## config.mk

```make
export PLATFORM = sky130hd
export DESIGN_NAME = rx_thr_start
export DESIGN_NICKNAME = d
export VERILOG_FILES = /design/src/rtl/rx_thr_pkg.sv /design/src/rtl/rx_thr_dp.sv /design/src/rtl/rx_thr_ctl.sv /design/src/rtl/rx_thr_start.sv
export SDC_FILE = /design/constraint.sdc
export NUM_CORES = 1
export LEC_CHECK = 0
export BUFFER_PORTS_ARGS = -buffer_cell sky130_fd_sc_hd__buf_2
export CAP_MARGIN = 20
export CELL_PAD_IN_SITES_DETAIL_PLACEMENT = 2
export CELL_PAD_IN_SITES_GLOBAL_PLACEMENT = 2
export CORE_AREA = 2 2 49 51
export CTS_CLUSTER_SIZE = 25
export DETAILED_ROUTE_END_ITERATION = 10
export DIE_AREA = 0 0 51 53
export MAX_ROUTING_LAYER = met4
export PLACE_DENSITY_LB_ADDON = 0.1
export SYNTH_ARGS = -nofsm -noshare
export SYNTH_HDL_FRONTEND = slang
export SYNTH_SLANG_ARGS = --single-unit
export TNS_END_PERCENT = 5
```

## constraint.sdc

```tcl
create_clock -name clk -period 1.3 [get_ports clk]
set_clock_uncertainty 0.1 [all_clocks]
set_input_delay 0.26 -clock clk [delete_from_list [all_inputs] [get_ports clk]]
set_output_delay 0.26 -clock clk [all_outputs]
set_load 0.05 [all_outputs]
```

## src/rtl/rx_thr_pkg.sv

```systemverilog
package rx_thr_pkg;

  typedef enum logic [1:0] {
    ST_IDLE   = 2'd0,
    ST_ACTIVE = 2'd1,
    ST_DRAIN  = 2'd2
  } ctlState_e;

  typedef struct packed {
    logic setReq;
    logic clrReq;
    logic markEarly;
    logic fireErr;
  } ctlStrobe_t;

endpackage

```

## src/rtl/rx_thr_dp.sv

```systemverilog
module rx_thr_dp
  import rx_thr_pkg::*;
#(
  parameter int CNT_W = 11,
  parameter int THR_W = 8
) (
  input  logic             clk,
  input  logic             rstN,
  input  logic             thrEn,
  input  logic [THR_W-1:0] thrLen,
  input  logic [CNT_W-1:0] rxWordCnt,
  input  logic             pktEnd,
  input  ctlStrobe_t       strobe,
  output logic             thrHit,
  output logic             dmaReq,
  output logic             earlyErr
);

  localparam int CMP_W = (CNT_W > THR_W) ? CNT_W : THR_W;

  logic [CMP_W-1:0] effThr;
  logic [CMP_W-1:0] cntExt;
  logic             earlyFlag;

  // Zero threshold behaves as one word
  always_comb begin
    effThr = CMP_W'(thrLen);
    if (thrLen == '0) effThr = CMP_W'(1);
    cntExt = CMP_W'(rxWordCnt);
    thrHit = thrEn && (cntExt >= effThr);
  end

  always_ff @(posedge clk or negedge rstN) begin
    if (!rstN) begin
      dmaReq    <= 1'b0;
      earlyFlag <= 1'b0;
      earlyErr  <= 1'b0;
    end else begin
      if (strobe.setReq)         dmaReq <= 1'b1;
      else if (strobe.clrReq)    dmaReq <= 1'b0;
      if (strobe.markEarly)      earlyFlag <= 1'b1;
      else if (strobe.clrReq)    earlyFlag <= 1'b0;
      earlyErr <= strobe.fireErr;
    end
  end

  AST_REQ_HOLD: assert property (@(posedge clk) disable iff (!rstN)
    (dmaReq && !strobe.clrReq) |=> dmaReq);

  AST_ERR_ONE_CYCLE: assert property (@(posedge clk) disable iff (!rstN)
    earlyErr |=> !earlyErr);

  AST_ERR_WITH_REQ: assert property (@(posedge clk) disable iff (!rstN)
    earlyErr |-> dmaReq);

  AST_ERR_NEEDS_EARLY: assert property (@(posedge clk) disable iff (!rstN)
    strobe.fireErr |-> earlyFlag);

  AST_DISABLED_WAITS: assert property (@(posedge clk) disable iff (!rstN)
    (!dmaReq && !thrEn && !pktEnd) |=> !dmaReq);

endmodule

```

## src/rtl/rx_thr_ctl.sv

```systemverilog
module rx_thr_ctl
  import rx_thr_pkg::*;
(
  input  logic       clk,
  input  logic       rstN,
  input  logic       thrHit,
  input  logic       pktEnd,
  input  logic       pktBad,
  input  logic       drainDone,
  output ctlStrobe_t strobe
);

  ctlState_e state, stateNxt;

  always_comb begin
    stateNxt = state;
    strobe   = '0;
    unique case (state)
      ST_IDLE: begin
        // A complete packet wins over a threshold hit in the same cycle
        if (pktEnd) begin
          strobe.setReq = 1'b1;
          stateNxt      = ST_DRAIN;
        end else if (thrHit) begin
          strobe.setReq    = 1'b1;
          strobe.markEarly = 1'b1;
          stateNxt         = ST_ACTIVE;
        end
      end
      ST_ACTIVE: begin
        if (pktEnd) begin
          strobe.fireErr = pktBad;
          stateNxt       = ST_DRAIN;
        end
      end
      ST_DRAIN: begin
        if (drainDone) begin
          strobe.clrReq = 1'b1;
          stateNxt      = ST_IDLE;
        end
      end
      default: stateNxt = ST_IDLE;
    endcase
  end

  always_ff @(posedge clk or negedge rstN) begin
    if (!rstN) state <= ST_IDLE;
    else       state <= stateNxt;
  end

  AST_ACTIVE_IGNORES_DRAIN: assert property (@(posedge clk) disable iff (!rstN)
    (state == ST_ACTIVE && !pktEnd) |=> (state == ST_ACTIVE));

  AST_SAME_CYCLE_NOT_EARLY: assert property (@(posedge clk) disable iff (!rstN)
    (state == ST_IDLE && pktEnd) |=> (state == ST_DRAIN));

endmodule

```

## src/rtl/rx_thr_start.sv

```systemverilog
module rx_thr_start
  import rx_thr_pkg::*;
#(
  parameter int CNT_W = 11,
  parameter int THR_W = 8
) (
  input  logic             clk,
  input  logic             rstN,
  input  logic             thrEn,
  input  logic [THR_W-1:0] thrLen,
  input  logic [CNT_W-1:0] rxWordCnt,
  input  logic             pktEnd,
  input  logic             pktBad,
  input  logic             drainDone,
  output logic             dmaReq,
  output logic             earlyErr
);

  ctlStrobe_t strobe;
  logic       thrHit;

  rx_thr_ctl u_ctl (
    .clk       (clk),
    .rstN      (rstN),
    .thrHit    (thrHit),
    .pktEnd    (pktEnd),
    .pktBad    (pktBad),
    .drainDone (drainDone),
    .strobe    (strobe)
  );

  rx_thr_dp #(.CNT_W(CNT_W), .THR_W(THR_W)) u_dp (
    .clk       (clk),
    .rstN      (rstN),
    .thrEn     (thrEn),
    .thrLen    (thrLen),
    .rxWordCnt (rxWordCnt),
    .pktEnd    (pktEnd),
    .strobe    (strobe),
    .thrHit    (thrHit),
    .dmaReq    (dmaReq),
    .earlyErr  (earlyErr)
  );

endmodule

```

== After elaboration in Yosys (flattened, before gate mapping) ==
Cells that the tools add are included.
Storage, ports and cells
  word-level logic and storage cells: 29
  register bits after elaboration: 4
  output and inout port bits: 2
  input port bits: 25
Operators by class
  eq/ne operators: 5
  reductions and logical operators: 5
  multiplexer cells: 15
  $lt $le $gt $ge: 1
Operator list (count)
  11-bit by 8-bit greater-or-equal comparator with 1-bit output: 1
  1-bit two-way mux: 9
  8-bit zero test: 1
  2-bit two-way mux: 4
  8-bit two-way mux: 1
  2-bit one-hot mux with 3 select lines: 1
  2-bit != test (second input constant): 2
  3-bit != test (second input constant): 1
  3-bit AND reduction: 1
  2-bit by 1-bit == test with 1-bit output (second input constant): 1
  2-bit == test (second input constant): 1
  2-bit zero test: 1
  2-bit nonzero test: 1
  1-bit logical AND: 1

== Longest topological paths before layout ==
  word-level depth: 8
  gate-level depth with buffers: 7
  mapped depth without buffers: 7

== Modules after synthesis ==
Synthesis repeated with hierarchy kept, for this count alone.
Unflattened totals
  cells, all modules: 46
  area total of the unflattened synthesis: 407.9 sq um
By module, submodules not included
  rx_thr_dp: area an instance 294.0 sq um, seq. area each 50.0 sq um, times used 1, cells an instance 34
  rx_thr_ctl: area an instance 113.9 sq um, seq. area each 50.0 sq um, times used 1, cells an instance 12

== Worst setup path after synthesis ==
Ideal clock, no wire load.
  path kind: input to register
  from: in thrLen[2]
  to: reg u_ctl.state[0]
  buffers on the path: 0
  required time: 1.118 ns
  arrival time: 1.358 ns
  stages on the path: 7
  path slack: -0.240 ns
  library setup time: 0.082 ns
  cells stage by stage: nor4_1 > a41o_1 > ha_1 > nand2b_1 > nand3_1 > a211o_1 > a31oi_1
On the way
  cells in the longest elaborated chain, start to end: 6
RTL lines
  start, declared: RTL line rx_thr_start.sv:10  | input logic [THR_W-1:0] thrLen,
  8-bit zero test: RTL line rx_thr_dp.sv:28  | if (thrLen == '0) effThr = CMP_W'(1);
  8-bit two-way mux *: RTL line rx_thr_dp.sv:28
  11-bit by 8-bit greater-or-equal comparator with 1-bit output *: RTL line rx_thr_dp.sv:30  | thrHit = thrEn && (cntExt >= effThr);
  1-bit logical AND *: RTL line rx_thr_dp.sv:30
  3-bit != test (no line) *
  3-bit AND reduction (no line) *
  end signal, assigned: RTL line rx_thr_ctl.sv:48  | else state <= stateNxt;
  end, declared: RTL line rx_thr_ctl.sv:13  | ctlState_e state, stateNxt;
Mark *: on every way between the ends. The rest lies on a longest branch, timed or not.
A chain may end at the register's enable or synchronous reset.

== Worst setup path after layout ==
Same ends and word-level chain as after synthesis.

==> run_results.csv <==
group,metric,value,unit
grt,grt_use_met2,0.169,
critical_path,cp-end-kind,"register",
timing,fin_crit_sh,1.14,
drt,wl_per_cell,10.7,um
place,dp_hpwl,1060,um
timing,worstMarginPinSlew,0.250,ns
power_and_ir_drop,power_density,759,nW/um^2
critical_path,start_kind,"input port",
timing,hold_viol,0,
drt,first_pass_iters,2,
critical_path,slowest_delay,0.27,ns
synthesis,ys_warn_count,0,
timing,slew_violations,0,
grt,antenna_found_initial,0,
grt,grt_use_met1,0.118,
final_layout,area_growth_syn_to_layout,62.2,%
clock_network,post_cts_buffers,0,
grt,grt-ovfl-total,0,
synthesis,seq_area_frac_synth,0.256,
critical_path,path_max_fanout,2,
place,pre_cts_slack,-0.460,ns
timing,rsz0062_at_grt,"true",
place,place_area,592,sq um
synthesis,synth-seq-cells,4,
status,violations,"setup timing",
final_layout,fillers,275,
status,status,"complete, but fails checks",
timing,setup-tns-final,-0.351,ns
critical_path,crit_path_top_delay_cell,"nor4_4",
synthesis,synth.area.top_cells,"dfrtp_1, ha_1, inv_1",
timing,finalSetupViolations,2,
place,routabilityCongestion,0.739,
drt,drt_iter0_markers,2,
die,coreArea,2150,sq um
clock_network,clk_latency,0.23,ns
drt,vias,462,
die,ios,27,
synthesis,synth_fp_nets,81,
flow_run,timing.max_cap.violations,0,
die,dieArea,2700,sq um
die,fp.dieW,51,um
critical_path,crit_buf_inv,1,
die,num_rows,17,
clock_network,cts_sinks,4,
timing,clock.fmax,673,MHz
synthesis,syn_area_per_cell,8.13,sq um
power_and_ir_drop,ir_worst_vdd,0.328,mV
synthesis,synth_cells,48,
clock_network,cts.clk_slew.worst_paths,0.04,ns
drt,vias_per_cell,4.20,
critical_path,required,1.35,ns
synthesis,yosys.area.top_type,"dfrtp_1",
drt,ant_nets,0,
min_path,hold_path_class,"in -> reg",
clock_network,cts_root_buf,"clkbuf_4",
power_and_ir_drop,leakagePower,0.362,nW
synthesis,synth_area,390,sq um
clock_network,cts_tree,"yes",
drt,routed_wl,1180,um
final_layout,nets,117,
grt,grt_use_met3,0.0198,
place,place.port_buffers,26,
critical_path,crit_type,"in -> reg",
final_layout,antennaDiodeCount,0,
clock_network,htree_levels,1,
grt,top_usage_layer,"met2",
synthesis,synth_top_area_share,0.256,
clock_network,numCtsBuffers,3,
die,start_util,0.182,
timing,relSlewSlack,0.834,
grt,grtUsageTotal,0.102,
final_layout,drive_gt1_frac,0.427,
critical_path,arrival,1.53,ns
grt,grt_pass1_vias,504,
synthesis,synthDistinctLibCells,18,
final_layout,fin_area,633,sq um
die,fp.dieH,53,um
drt,drc,0,
critical_path,path_cells,"buf_2 -> nor4_4 -> a41o_1 -> ha_1 -> nand2b_1 -> nand3_1 -> a211o_1 -> a31oi_1",
grt,grt_max_degree,6,
grt,grt_first_pass_wirelength,2010,um
timing,period_minus_slack,1.49,ns
critical_path,path_delay_family,"compound AO/OA/AOI/OAI gates",
clock_network,cts_buffer_depth,2,
timing,fin_ws,-0.187,ns
==> power breakdown <==
group / internal (mW) / total, mW / switching [mW]
clock: 0.103 / 0.155 / 0.0516
combinational: 0.0819 / 0.175 / 0.0932
sequential: 0.138 / 0.151 / 0.0125
==> metrics by stage <==
step	power (mW)	hold slack, ns	cells	utilization
after global routing	0.521	0.220	110	0.295
after global placement	0.325	-0.0307	106	0.275
final	0.481	0.210	110	0.295
after CTS	0.494	0.213	110	0.295
after detailed placement	0.325	-0.0293	106	0.275
after floorplan	0.244	-0.136	48	-
==> worst register-to-register path, delay by kind of cell (launching register included) <==
kind | cells | cell delay [ns]
AND/OR/NAND/NOR | 1 | 0.05
AO/OA/AOI/OAI | 3 | 0.45
flip-flops | 1 | 0.41
==> cell type report <==
cell class,instances,area [sq um],area share
well taps,28,35.0,0.0553
repair buffers,31,170,0.269
inverters,11,41.3,0.0652
multi-input cells,33,264,0.417
flip-flops and latches,4,100,0.158
clock buffers,3,22.5,0.0356
==> worst paths after layout <==
kind	start	end	slack, ns	depth (start not counted)
min	pktBad	u_dp.earlyErr	0.21	2
min reg2reg	u_ctl.state[1]	u_ctl.state[1]	0.49	1
min in group asynchronous	rstN	u_dp.dmaReq	0.26	2
max reg2reg	u_ctl.state[0]	u_dp.dmaReq	0.20	4
max	thrLen[2]	u_ctl.state[0]	-0.19	8
max in group asynchronous	rstN	u_ctl.state[0]	0.72	2
==> registers in the layout, indices dropped and copies added (netlist names) <==
signal         flops
u_ctl.state        2
u_dp.dmaReq        1
u_dp.earlyErr      1
==> metal layers <==
| metal | vias up | part of all wire |
|---|---|---|
| met2 | 18 | 0.48 |
| met4 | 0 | 0.010 |
| met3 | 2 | 0.060 |
| li1 | 237 | - |
| met5 | - | 0 |
| met1 | 205 | 0.45 |
==> synthesized netlist by cell type <==
| library cell | number |
|---|---|
| nand3_1 | 2 |
| a31oi_1 | 2 |
| dfrtp_1 | 4 |
| ha_1 | 8 |
| or4_1 | 1 |
| o21ai_0 | 1 |
| a41o_1 | 1 |
| a21oi_1 | 5 |
| nor2_1 | 5 |
| inv_1 | 11 |
| and4b_1 | 1 |
| nand2_1 | 1 |
| o21bai_1 | 1 |
| mux2_2 | 1 |
| o22ai_1 | 1 |
| nand2b_1 | 1 |
| nor4_1 | 1 |
| a211o_1 | 1 |
==> kinds of logic after synthesis <==
kind of cell    count (synthesis)  share of synthesized area
mux                             1                     0.0288
fa+ha+maj                       8                      0.256
simple gates                   12                      0.160
buf+inv                        11                      0.106
flops                           4                      0.256
compound gates                 12                      0.192
==> cell usage in the layout, fill, tap and decap left out <==
cell type,instances
o21bai_1,1
inv_1,11
o21ai_0,1
dlygate4sd3_1,1
a211o_1,1
buf_4,4
or4_1,1
nand2_1,1
nor4_4,1
a41o_1,1
a21oi_1,5
clkbuf_4,3
nor2_1,5
ha_1,8
a31oi_1,2
mux2_2,1
o22ai_1,1
nand2b_1,1
dfrtp_1,4
and4b_1,1
buf_2,26
nand3_1,2
==> timing repair <==
action,CTS,global route
hold endpoints to repair,4,0
resized for setup,1,0
endpoints found under the setup margin,2,2
hold buffers,1,0
No activity file was read; power rests on OpenSTA's default activity.
